===== src/rtl/bcw_pkg.sv =====
package bcw_pkg;
  localparam int SEG_W = 64;
  localparam int PAD_W = 8;

  typedef struct packed {
    logic issue;
    logic lastSample;
  } ctrlStrobes_t;
endpackage


===== src/rtl/bcw_ctrl.sv =====
module bcw_ctrl
  import bcw_pkg::*;
#(
  parameter int ADDR_W = 24,
  parameter int FINAL_COUNT = 1024
) (
  input  logic              clk,
  input  logic              rst,
  input  logic              enable,
  output ctrlStrobes_t      strobes,
  output logic [ADDR_W-1:0] cmdIdx,
  output logic              done
);
  localparam int CNT_W = ADDR_W + 1;
  localparam logic [CNT_W-1:0] LAST_IDX = CNT_W'(FINAL_COUNT - 1);

  logic [CNT_W-1:0] sampleCnt;
  logic             frozen;
  logic             doneReg;

  always_comb begin
    strobes.issue      = enable && !frozen;
    strobes.lastSample = (sampleCnt == LAST_IDX);
  end

  assign cmdIdx = sampleCnt[CNT_W-1:1];
  assign done   = doneReg;

  always_ff @(posedge clk) begin
    if (rst) begin
      sampleCnt <= '0;
      frozen    <= 1'b0;
      doneReg   <= 1'b0;
    end else begin
      doneReg <= doneReg | frozen;
      if (strobes.issue) begin
        if (strobes.lastSample) begin
          sampleCnt <= '0;
          frozen    <= 1'b1;
        end else begin
          sampleCnt <= sampleCnt + 1'b1;
        end
      end
    end
  end


  cnt_hold_chk: assert property (@(posedge clk) disable iff (rst)
    !enable |=> $stable(sampleCnt));


  freeze_sticky_chk: assert property (@(posedge clk) disable iff (rst)
    frozen |=> frozen && sampleCnt == '0);


  done_sticky_chk: assert property (@(posedge clk) disable iff (rst)
    doneReg |=> doneReg);
endmodule


===== src/rtl/bcw_datapath.sv =====
module bcw_datapath
  import bcw_pkg::*;
#(
  parameter int ADDR_W = 24,
  parameter int PAYLOAD_W = 128,
  localparam int SEGS = PAYLOAD_W / SEG_W,
  localparam int CMD_W = SEGS * (SEG_W + PAD_W)
) (
  input  logic                 clk,
  input  logic                 rst,
  input  ctrlStrobes_t         strobes,
  input  logic [ADDR_W-1:0]    cmdIdx,
  input  logic [PAYLOAD_W-1:0] sample,
  output logic [ADDR_W-1:0]    cmdAddr,
  output logic [CMD_W-1:0]     cmdData,
  output logic                 cmdValid
);
  logic [CMD_W-1:0] packedWord;

  for (genvar s = 0; s < SEGS; s++) begin : g_seg
    assign packedWord[s*(SEG_W+PAD_W) +: (SEG_W+PAD_W)] =
      {{PAD_W{1'b0}}, sample[s*SEG_W +: SEG_W]};


    pad_zero_chk: assert property (@(posedge clk) disable iff (rst)
      cmdValid |-> cmdData[s*(SEG_W+PAD_W)+SEG_W +: PAD_W] == '0);
  end

  always_ff @(posedge clk) begin
    if (rst) begin
      cmdAddr  <= '0;
      cmdData  <= '0;
      cmdValid <= 1'b0;
    end else begin
      cmdValid <= strobes.issue;
      if (strobes.issue) begin
        cmdAddr <= cmdIdx;
        cmdData <= packedWord;
      end
    end
  end


  issue_latency_chk: assert property (@(posedge clk) disable iff (rst)
    strobes.issue |=> cmdValid);


  addr_step_chk: assert property (@(posedge clk) disable iff (rst)
    cmdValid && $past(cmdValid) |->
      (cmdAddr == $past(cmdAddr) || cmdAddr == $past(cmdAddr) + 1'b1 || cmdAddr == '0));
endmodule


===== src/rtl/burst_capture_writer.sv =====
module burst_capture_writer
  import bcw_pkg::*;
#(
  parameter int ADDR_W = 24,
  parameter int LANE_W = 32,
  parameter int LANES = 4,
  parameter int FINAL_COUNT = 1024,
  localparam int PAYLOAD_W = LANE_W * LANES,
  localparam int CMD_W = (PAYLOAD_W / SEG_W) * (SEG_W + PAD_W)
) (
  input  logic                 clk,
  input  logic                 rst,
  input  logic                 enable,
  input  logic [PAYLOAD_W-1:0] lanesIn,
  output logic [ADDR_W-1:0]    cmdAddr,
  output logic [CMD_W-1:0]     cmdData,
  output logic                 cmdValid,
  output logic                 done
);
  ctrlStrobes_t      strobes;
  logic [ADDR_W-1:0] cmdIdx;

  bcw_ctrl #(.ADDR_W(ADDR_W), .FINAL_COUNT(FINAL_COUNT)) u_ctrl (
    .clk(clk), .rst(rst), .enable(enable),
    .strobes(strobes), .cmdIdx(cmdIdx), .done(done)
  );

  bcw_datapath #(.ADDR_W(ADDR_W), .PAYLOAD_W(PAYLOAD_W)) u_dp (
    .clk(clk), .rst(rst), .strobes(strobes), .cmdIdx(cmdIdx),
    .sample(lanesIn), .cmdAddr(cmdAddr), .cmdData(cmdData), .cmdValid(cmdValid)
  );


  no_write_after_done_chk: assert property (@(posedge clk) disable iff (rst)
    done |-> !cmdValid);


  paused_no_cmd_chk: assert property (@(posedge clk) disable iff (rst)
    !enable |=> !cmdValid);
endmodule


===== config.mk =====
export PLATFORM = sky130hd
export DESIGN_NAME = burst_capture_writer
export DESIGN_NICKNAME = d
export VERILOG_FILES = /design/src/rtl/bcw_pkg.sv /design/src/rtl/bcw_ctrl.sv /design/src/rtl/bcw_datapath.sv /design/src/rtl/burst_capture_writer.sv
export SDC_FILE = /design/constraint.sdc
export NUM_CORES = 1
export LEC_CHECK = 0
export BUFFER_PORTS_ARGS = -buffer_cell sky130_fd_sc_hd__buf_2
export CAP_MARGIN = 15
export CORE_ASPECT_RATIO = 1.1
export CORE_MARGIN = 8
export CORE_UTILIZATION = 46
export CTS_BUF_LIST = sky130_fd_sc_hd__clkbuf_2
export DETAILED_ROUTE_END_ITERATION = 7
export GPL_ROUTABILITY_DRIVEN = 0
export PLACE_DENSITY = 0.82
export SLEW_MARGIN = 10
export SYNTH_ARGS = -nofsm -noshare
export SYNTH_HDL_FRONTEND = slang
export SYNTH_SLANG_ARGS = --single-unit

===== constraint.sdc =====
create_clock -name clk -period 3.9 [get_ports clk]
set_input_delay 0.78 -clock clk [delete_from_list [all_inputs] [get_ports clk]]
set_output_delay 0.78 -clock clk [all_outputs]
set_load 0.02 [all_outputs]

Yosys cells after proc, flatten, opt, wreduce, memory -nomap -nowiden --
Cells that the tools add are included.
Storage, ports and cells: flip-flop bits (word level) 180, input port bits 131, output and inout port bits 170, logic and storage cells 13
Cells by class: $add $sub $neg 1, equality and inequality tests 1, muxes and demuxes 1, bitwise logic cells 1, reductions and logical operators 3
Operator list (count):
- $add A25 B1 Y25 const B | 1
- $eq A25 B10 Y1 const B | 1
- $mux W25 | 1
- $reduce_and A2 Y1 | 1
- $logic_and A1 B1 Y1 | 1
- $logic_not A1 Y1 | 1
- $or A1 B1 Y1 | 1

Longest topological paths before layout --
Gate-level depths: netlist of the first run.
depth in word-level cells 3, gate-level depth with buffers 6, mapped depth without buffers 5

Modules after synthesis --
A second synthesis of the first run with hierarchy kept.
Second synthesis, totals: cell total of the unflattened synthesis 689, area total of the unflattened synthesis 7015.5 sq um
By module, submodules not included:
- bcw_datapath | times used 1, cells each 509, area each 5512.8 sq um, seq. area each 3062.9 sq um
- bcw_ctrl | times used 1, cells each 180, area each 1502.7 sq um, seq. area each 540.5 sq um

Worst setup path before layout of the first run --
Ideal clock, no wire load.
kind input port to flip-flop, start input port enable, end register u_ctrl.sampleCnt[15], setup time 70 ps, arrival time 2123 ps, data required time 3830 ps, slack 1707 ps, stages on the path 5, path buffers 1, cell sequence nand3b_1 > or4_4 > buf_2 > or3_1 > a21oi_1
Between the ends: longest elaborated chain between the ends 1
RTL lines:
- start: declaration | RTL line burst_capture_writer.sv:13 | input logic enable,
- $logic_and A1 B1 Y1 | RTL line bcw_ctrl.sv:22 | strobes.issue = enable && !frozen;
- end signal: assignment | RTL line bcw_ctrl.sv:41 | sampleCnt <= sampleCnt + 1'b1;
- end: declaration | RTL line bcw_ctrl.sv:17 | logic [CNT_W-1:0] sampleCnt;
Every way passes these cells. A chain may end at the register's enable or synchronous reset.

Final worst setup path of the first run --
start register u_ctrl.frozen, end register u_ctrl.sampleCnt[19]
Between the ends: longest elaborated chain between the ends 2
RTL lines:
- start: declaration | RTL line bcw_ctrl.sv:18 | logic frozen;
- start signal: assignment | RTL line bcw_ctrl.sv:32 | frozen <= 1'b0;
- start signal: assignment | RTL line bcw_ctrl.sv:39 | frozen <= 1'b1;
- $logic_not A1 Y1 | RTL line bcw_ctrl.sv:22
- $logic_and A1 B1 Y1 | RTL line bcw_ctrl.sv:22
Every way passes these cells.

==> impl_results.md, run 1 <==
- Max-Slew Margin vs Limit: a little under half
- Seq pwr share: between 50% and 60%
- Root Buffer Master: clkbuf_2
- Most common cell after layout, fill and taps aside: nand2_1
- Total grt overflow: 0
- Syn Inst Count: 823
- TritonCTS Buffers: 17
- Crit Path Max Fanout: 13
- Cell area after placement: 8040 um^2
- Status: finished, final reports clean
- Post-DP HPWL: 14200 um
- Crit path from: u_ctrl.frozen$_SDFFE_PP0P_
- Gr usage total: between 20% and 30%
- Initial drt markers: between 400 and 500
- Power density cells: 408 nW/um^2
- CTS H-tree lvls: 4
- Global-route wire length before repair: 30300 um
- I/O pin cnt: 301
- Final instance area: 8300 um^2
- Yosys Warn Count: 0
- Unique masters post-synth: 37
- Final hold vios: 0
- Net Sw Power: 948 uW
- First-pass iteration count of the detailed router: 4
- Synth Cell Area: 6550 um^2
- Via density: 4.93
- Setup crit end kind: register
- Most frequent cells in the layout: nand2_1, buf_2, dfxtp_1
- Initial Util: a little under half
- DRC: 0
- Post-route setup TNS: 0 ns
- Ys flop type: dfxtp_1
- Largest stage delay, worst path: 0.67 ns
- Post_cts resized: 0
- Max Slew Vio Count: 0
- WL per Instance: 15.2 um
- Critical path type: reg -> reg
- CP startpoint kind: register
- Final setup viols: 0
- Comb power frac: 12.8%
- Max cap viols: 0
- Post-synthesis sequential area ratio: 55.0%
- Worst slew pin tran: just under 0.8 ns
- Die W: 130 um
- Worst-Skew Late Latency: 0.70 ns
- CTS hold repair buffers: 0
- Reg2reg start: u_ctrl.frozen$_SDFFE_PP0P_
- Crit path time final: 2.15 ns
- Buffers & Inverters on Critical Path: 0
- Net Sw Frac: 28.0%
- RSZ-0062 raised after global routing: no
- Synthesis-to-layout area growth: 26.7%
- Die ar.: about 18000 um^2
- Final period util: 55.2%
- Number of synthesized flops with an enable pin: 0
- Final nets: 1209
- DR vias: 6309
- CTS Buffer Depth: 2
- Peak Freq: 464 MHz
- Critical path's top delay family: simple AND/OR/NAND/NOR gates
- Largest net degree at the start of global routing: between 100 and 150
- Clock Skews: 0.0259 ns
- WP data arrival: 2.80 ns
- Maximum vdd ir drop: 281 uV
- Util after Layout: approximately three fifths
- Asr flop ratio synth: 0%
- Detailed Route WL: 19500 um
- Fillers: 1280
- Hold Path Origin: lanesIn[119]
- Chip Height: ~140 um
- Critical path, cell by cell: nand3b_1 -> or4_4 -> or4_1 -> a21oi_1
- Initial antenna violation count: 4
- # rows: 45
- Hold Path Class: in -> reg
- Core box area: 13900 um^2
- Count of input and output buffers: 284
- DRT antenna net count: 0
- Post-CTS Setup Inserts: 0
- Lkg Pwr: 0.00383 uW
- Avg Cell Area, Syn: 7.96 um^2
- Critical Path RT: 4.55 ns
- Slowest stage cell, crit path: or4_4
- Fraction of layout cells with a size suffix above 1: around 30%
- Vias in the first global route: slightly above 6000
- Synth Register Bits: 180
- Power share of the clock group: 29.4%
- CTS Sinks: 180
- Pint: 2440 uW
- Clk slew on worst S/H paths: 0.25 ns
- CTS tree: built
logic make-up after synthesis:
kind of cell,synth area share (%)
simple gates,24.0
flops,55.0
compound gates,13.9
buf+inv,5.21
xor+xnor,1.60
fa+ha+maj,0.191
other cells,0.0573
worst register-to-register path: stages (launching register included):
cell	delay, ns
dfxtp_1	0.46
nand3b_1	0.32
or4_4	0.67
or4_1	0.52
a21oi_1	0.14
power groups by stage:
stage               logic, uW  clock network (uW)  registers, uW
finish                    434                 995           1950
global route              477                1100           1970
CTS                       439                1030           1960
detailed placement        438                   0           1990
global placement          433                   0           1990
floorplan                 171                   0           2080
through the flow:
stage	power [uW]	cells	setup slack [ns]	hold WS, ns
global placement	2420	1246	1.40	0.438
detailed placement	2430	1246	1.38	0.443
CTS	3430	1278	1.67	0.158
floorplan	2250	838	1.71	0.453
global route	3550	1281	1.61	0.140
finish	3380	1281	1.75	0.266
layout make-up:
| class | count | area, um^2 | area share (%) |
|---|---|---|---|
| Tap cell | 188 | 235 | 2.83 |
| Multi-Input combinational cell | 586 | 2680 | 32.2 |
| Clock buffer | 20 | 100 | 1.21 |
| Antenna cell | 3 | 7.51 | 0.0905 |
| Timing Repair Buffer | 292 | 1520 | 18.3 |
| Clock inverter | 12 | 155 | 1.87 |
| Sequential cell | 180 | 3600 | 43.4 |
synthesized netlist by cell type, drive strengths merged, types with 2 or more instances:
| cell | number | area (um^2) |
|---|---|---|
| a21oi | 165 | 830 |
| nand4 | 4 | 40.0 |
| nand3 | 7 | 35.0 |
| o31ai | 4 | 30.0 |
| xnor2 | 6 | 52.6 |
| clkbuf | 47 | 176 |
| xor2 | 6 | 52.6 |
| buf | 25 | 165 |
| nor4 | 5 | 31.3 |
| nor3 | 3 | 15.0 |
| nand2 | 319 | 1200 |
| or4 | 5 | 45.0 |
| nor2 | 17 | 63.8 |
| o21ai | 7 | 35.0 |
| and3 | 2 | 12.5 |
| and4 | 2 | 18.8 |
| dfxtp | 180 | 3600 |
| or3 | 8 | 51.3 |
sequential cells by signal, indices dropped and copies added (netlist names):
signal and cells:
u_dp.cmdValid 1, u_ctrl.frozen 1, u_dp.cmdAddr 24, u_dp.cmdData 128, u_ctrl.sampleCnt 25, u_ctrl.done 1
worst paths after layout:
kind / endpoint / slack (ns) / cells after the start
worst max-delay path: u_ctrl.sampleCnt[19]$_SDFFE_PP0P_ / 1.75 / 4
worst min-delay path: u_dp.cmdData[127]$_SDFFE_PP0P_ / 0.27 / 3
worst max register to register: u_ctrl.sampleCnt[19]$_SDFFE_PP0P_ / 1.75 / 4
worst min register to register: u_dp.cmdData[51]$_SDFFE_PP0P_ / 0.47 / 2
layer usage:
layer	GRT usage, %	wire, um
met5	0	8
met4	8.20	327
met3	8.79	2210
met1	23.1	7750
met2	34.1	9190
(Power assumes the default switching activity.)
==> run 2, diff against run 1 <==
CORE_UTILIZATION = 44   (was 46)
clock period = 1.7 ns   (was 3.9 ns; I/O delays follow)
==> impl_results.md, run 2 (same netlist as run 1, synthesis figures left out) <==
- Status: finished with violations
- Failing checks: setup timing
- Final hold vios: 0
- Crit path from: u_ctrl.sampleCnt[1]$_SDFFE_PP0P_
- Critical Path RT: 2.40 ns
- Setup crit end kind: register
- Clk slew on worst S/H paths: 0.26 ns
- Most frequent cells in the layout: nand2_1, buf_6, dfxtp_2
- FF-to-FF End: u_ctrl.sampleCnt[19]$_SDFFE_PP0P_
- Initial drt markers: between 800 and 900
- DRT antenna net count: 0
- Placed Cells: approximately 1300
- Final setup viols: 22
- Top flop regs: u_dp.cmdData (128), u_ctrl.sampleCnt (25), u_dp.cmdAddr (24)
- TritonCTS Buffers: 17
- Die W: 132 um
- WP data arrival: 2.56 ns
- Die ar.: 19100 um^2
- Peak Freq: approximately 540 MHz
- Crit path time final: 1.86 ns
- Hold Path Class: in -> reg
- Chip Height: 144 um
- Crit Path Max Fanout: 7
- I/O pin cnt: 301
- Global-route wire length before repair: about 41000 um
- Count of input and output buffers: 284
- Max cap viols: 0
- Core box area: 14500 um^2
- Reg2Reg Setup Slack: -0.16 ns
- CTS Sinks: 180
- Largest net degree at the start of global routing: 66
- Cell depth of the worst flop-to-flop path: 5
- Detailed Route WL: between 30000 and 40000 um
- Power density cells: 730 nW/um^2
- WL per Instance: 21.0 um
- Max-Slew Margin vs Limit: 65.6%
- Critical path type: reg -> reg
- Synthesis-to-layout area growth: 76.3%
- Reg2reg start: u_ctrl.sampleCnt[1]$_SDFFE_PP0P_
- Final period util: 109%
- Final nets: 1415
- Initial antenna violation count: 1
- Top reg by flops: u_dp.cmdData
- DR vias: 8204
- Maximum vdd ir drop: 600 uV
- Post-DP HPWL: 14400 um
- Total Power: 8430 uW
- Worst setup endpoint: u_ctrl.sampleCnt[19]$_SDFFE_PP0P_
- Clock Skews: 0.0328 ns
- Via density: approximately 5.5
- Worst-Skew Late Latency: a little under 0.8 ns
- # rows: 46
- Total grt overflow: 0
- CTS Buffer Depth: 2
- Root Buffer Master: clkbuf_2
- Lkg Pwr: 0.00503 uW
- CTS tree: built
- Fillers: 745
- Final worst setup slack: -0.160 ns
- First-pass iteration count of the detailed router: 6
- Fraction of layout cells with a size suffix above 1: between 40 and 50%
- Most common cell after layout, fill and taps aside: nand2_1
- Gr usage total: between 20% and 30%
- Number of flip-flops in the largest register: 128
- CTS H-tree lvls: 4
- RSZ-0062 raised after global routing: yes
- DRC: 0
- Worst slew pin tran: roughly 0.52 ns
- Pre-CTS setup slack: -0.149 ns
- Vias in the first global route: 7896
- CP startpoint kind: register
- Finished Layout Cells: around 1500
- Initial Util: 45.2%
- Max Slew Vio Count: 0
[run 2: cell types whose count changed in the layout (fill, tap and decap cells not counted), sizes merged]
cell	change
buf	+76
bufinv	-1
clkbuf	-2
clkinv	+3
clkinvlp	-1
diode	+1
dlygate4sd3	+130
[run 2: cell type report]
| class | count | area (um^2) | share of cell area (%) |
|---|---|---|---|
| timing repair buffer | 498 | 4480 | 38.8 |
| sequential | 180 | 3800 | 33.0 |
| multi-input combinational | 586 | 2790 | 24.1 |
| tap | 192 | 240 | 2.08 |
| clock inverter | 13 | 134 | 1.16 |
| clock buffer | 18 | 90.1 | 0.780 |
| antenna | 4 | 10.0 | 0.0867 |
[run 2: how the worst min path moves through the flow]
| stage | slack [ns] | cells after the start | endpoint | from |
|---|---|---|---|---|
| detailed placement | 0.44 | 2 | u_dp.cmdData[54]$_SDFFE_PP0P_ | u_dp.cmdData[54]$_SDFFE_PP0P_ |
| floorplan | 0.45 | 2 | u_dp.cmdAddr[23]$_SDFFE_PP0P_ | u_ctrl.sampleCnt[24]$_SDFFE_PP0P_ |
| CTS | 0.24 | 4 | u_dp.cmdData[134]$_SDFFE_PP0P_ | lanesIn[126] |
| global route | 0.23 | 4 | u_dp.cmdData[133]$_SDFFE_PP0P_ | lanesIn[125] |
| finish | 0.29 | 4 | u_dp.cmdData[91]$_SDFFE_PP0P_ | lanesIn[83] |
| global placement | 0.44 | 2 | u_dp.cmdData[17]$_SDFFE_PP0P_ | u_dp.cmdData[17]$_SDFFE_PP0P_ |
[run 2: power breakdown]
group | internal, uW | switching [uW] | total (uW)
combinational | 821 | 856 | 1680
sequential | 4430 | 148 | 4580
clock | 670 | 1500 | 2170
[run 2: worst max-delay path, cell delays in order, from the launching register on]
cell	delay, ns
dfxtp_2	0.41
buf_4	0.12
nand2_1	0.07
or4_4	0.57
or4_4	0.50
a21oi_2	0.12
[run 2: stage by stage]
step	hold WS (ns)	instance area, um^2	util [%]	setup TNS, ns
4_1_cts	0.237	10600	72.9	-3.23
3_3_place_gp	0.438	8430	58.1	-1.15
3_5_place_dp	0.443	8430	58.1	-2.43
6_report	0.292	11500	79.6	-1.97
5_1_grt	0.235	11500	79.6	-6.37
2_1_floorplan	0.453	6630	-	-0.336
[run 2: repair_timing]
item,CTS,global route
pin swaps,5,12
buffers inserted,15,23
hold endpoints to repair,135,0
cloned,2,0
setup endpoints to repair,154,179
resized for setup,244,269
hold buffers,130,0
[run 2: per-layer routing]
layer	vias up	GRT usage [%]	wire (um)
li1	3571	-	-
met1	3800	26.5	10500
met2	678	46.6	15400
met3	155	11.2	3600
met4	0	14.3	1690
met5	-	0	0
==> run 3, diff against run 2 <==
GPL_TIMING_DRIVEN = 0   (was unset)
==> impl_results.md, run 3 (same netlist as run 1, synthesis figures left out) <==
- Post-DP HPWL: 16100 um
- Hold EP: u_dp.cmdAddr[1]$_SDFFE_PP0P_
- Largest net degree at the start of global routing: 17
- Hold Path Class: in -> reg
- Net Sw Frac: 30.2%
- Reg2Reg Setup Slack: -0.29 ns
- Maximum vdd ir drop: 600 uV
- Core box area: 14500 um^2
- First-pass iteration count of the detailed router: 6
- Most common cell after layout, fill and taps aside: nand2_1
- Cell area after placement: slightly above 8000 um^2
- Fraction of layout cells with a size suffix above 1: 46.4%
- Initial Util: 45.2%
- Count of input and output buffers: 283
- Met1 GRT Util: between 20% and 30%
- # rows: 46
- DRC: 0
- Lkg Pwr: 0.00503 uW
- Gr busiest metal: met2
- Number of flip-flops in the largest register: 128
- Slowest stage cell, crit path: or4b_4
- I/O pin cnt: 301
- Max-Slew Margin vs Limit: roughly half
- Hold path cells: 4
- CTS H-tree lvls: 4
- Final hold vios: 0
- Setup crit end kind: register
- Failing checks: setup timing
- Net Sw Power: roughly 2500 uW
- Top flop regs: u_dp.cmdData (128), u_ctrl.sampleCnt (25), u_dp.cmdAddr (24)
- Crit Path Max Fanout: 6
- Clk slew on worst S/H paths: approximately 0.24 ns
- Initial antenna violation count: 1
- Critical path, cell by cell: ha_4 -> nand4b_1 -> or4b_4 -> buf_6 -> or4_4 -> a21oi_2
- Critical path type: reg -> reg
- Initial drt markers: 739
- Vias in the first global route: roughly 8100
- Largest stage delay, worst path: between 0.5 and 0.6 ns
- Buffers & Inverters on Critical Path: 1
- Final worst setup slack: -0.294 ns
- CTS Sinks: 180
- Comb power frac: 20.2%
- Gr usage total: 27.2%
- Reg2reg start: u_ctrl.sampleCnt[0]$_SDFFE_PP0P_
- CTS Buffer Depth: 2
- Critical Path RT: 2.38 ns
- Final instance area: 11500 um^2
- FF-to-FF End: u_ctrl.sampleCnt[20]$_SDFFE_PP0P_
- Pint: approximately 5900 uW
- Global-route wire length before repair: 41400 um
- RSZ-0062 raised after global routing: yes
- Chip Height: 144 um
- Worst slew pin tran: 0.725 ns
- Power density cells: 733 nW/um^2
- Total grt overflow: 0
- Global Route met2 Usage: 46.0%
- Final period util: 117%
- Root Buffer Master: clkbuf_2
- CP startpoint kind: register
- DRT antenna net count: 0
- Seq pwr share: 54.3%
- Cell depth of the worst flop-to-flop path: 6
- Synthesis-to-layout area growth: 75.0%
- Detailed Route WL: 33400 um
- Die W: between 100 and 150 um
- Hold Path Origin: enable
- Clock Skews: just over 0.04 ns
- DR vias: 8558
- Power share of the clock group: 25.4%
- Most frequent cells in the layout: nand2_1, dfxtp_2, a21oi_1
- Grt met3 use: 10.8%
- Final setup viols: 33
- Top reg by flops: u_dp.cmdData
- Crit path time final: about 2 ns
- Critical path's top delay family: simple AND/OR/NAND/NOR gates
- Via density: roughly 5.6
- Peak Freq: between 500 and 600 MHz
- Max cap viols: 0
- Pre-CTS setup slack: -0.797 ns
- Die ar.: 19100 um^2
- Util after Layout: 79.0%
- Final nets: approximately 1500
- Worst-Skew Late Latency: 0.77 ns
- CTS tree: built
- WP data arrival: approximately 2.7 ns
- WL per Instance: 21.7 um
- TritonCTS Buffers: 17
- Status: finished with violations
- Max Slew Vio Count: 0
## run 3: cell count changes in the layout (fill, tap and decap cells not counted), sizes merged
cell / previous run / this run
dlygate4sd3: 130 / 128
clkinvlp: 2 / 3
inv: 2 / 1
clkinv: 7 / 4
buf: 368 / 370
diode: 4 / 5
clkbuf: 18 / 64
## run 3: worst max path at each step
stage	from	end	slack, ns	depth (start not counted)
6_report	u_ctrl.sampleCnt[0]$_SDFFE_PP0P_	u_ctrl.sampleCnt[20]$_SDFFE_PP0P_	-0.29	6
5_1_grt	u_ctrl.sampleCnt[0]$_SDFFE_PP0P_	u_ctrl.sampleCnt[20]$_SDFFE_PP0P_	-0.35	6
4_1_cts	u_ctrl.sampleCnt[0]$_SDFFE_PP0P_	u_ctrl.sampleCnt[20]$_SDFFE_PP0P_	-0.25	6
3_5_place_dp	enable	u_dp.cmdData[86]$_SDFFE_PP0P_	-0.80	7
3_3_place_gp	enable	u_dp.cmdData[89]$_SDFFE_PP0P_	-0.75	7
2_1_floorplan	u_ctrl.sampleCnt[0]$_SDFFE_PP0P_	u_ctrl.sampleCnt[20]$_SDFFE_PP0P_	-0.15	6
## run 3: power by group through the flow
stage | combinational [uW] | clock (uW) | sequential, uW
3_3_place_gp | 1040 | 0 | 4560
5_1_grt | 1780 | 2290 | 4570
3_5_place_dp | 1060 | 0 | 4570
4_1_cts | 1340 | 2110 | 4490
6_report | 1700 | 2140 | 4560
2_1_floorplan | 394 | 0 | 4770
## run 3: worst register-to-register path: stages (launching register included)
cell and delay, ns:
dfxtp_2 0.42, ha_4 0.14, nand4b_1 0.15, or4b_4 0.55, buf_6 0.15, or4_4 0.41, a21oi_2 0.11
## run 3: what timing repair did
item | CTS | global route
pin swaps | 13 | 9
gates resized for setup | 137 | 413
setup endpoints to repair | 235 | 310
endpoints found under the hold margin | 128 | 0
buffers inserted | 32 | 34
cloned | 3 | 1
hold buffers | 128 | 0
## run 3: area by class of cell
type / instances / area [um^2]
Sequential cell: 180 / 3840
Clock inverter: 10 / 110
Clock buffer: 19 / 95.1
Multi-Input combinational cell: 586 / 2820
Fill cell: 777 / 3040
Antenna cell: 5 / 12.5
Tap cell: 192 / 240
Buffer: 71 / 409
Timing Repair Buffer: 472 / 3940
## run 3: metrics by stage
stage / hold WS (ns) / cells / total power, uW / setup TNS, ns
floorplan: 0.453 / 838 / 5170 / -0.336
global placement: 0.438 / 1313 / 5600 / -66.25
detailed placement: 0.443 / 1313 / 5630 / -71.42
CTS: 0.00778 / 1495 / 7940 / -1.98
global route: 0.0509 / 1531 / 8640 / -8.41
finish: 0.112 / 1535 / 8400 / -4.30
## run 3: routing by layer
metal / wire (um) / vias to the layer above
li1: - / 3670
met1: 11300 / 3973
met2: 16200 / 731
met3: 3670 / 184
met4: 2130 / 0
met5: 0 / -
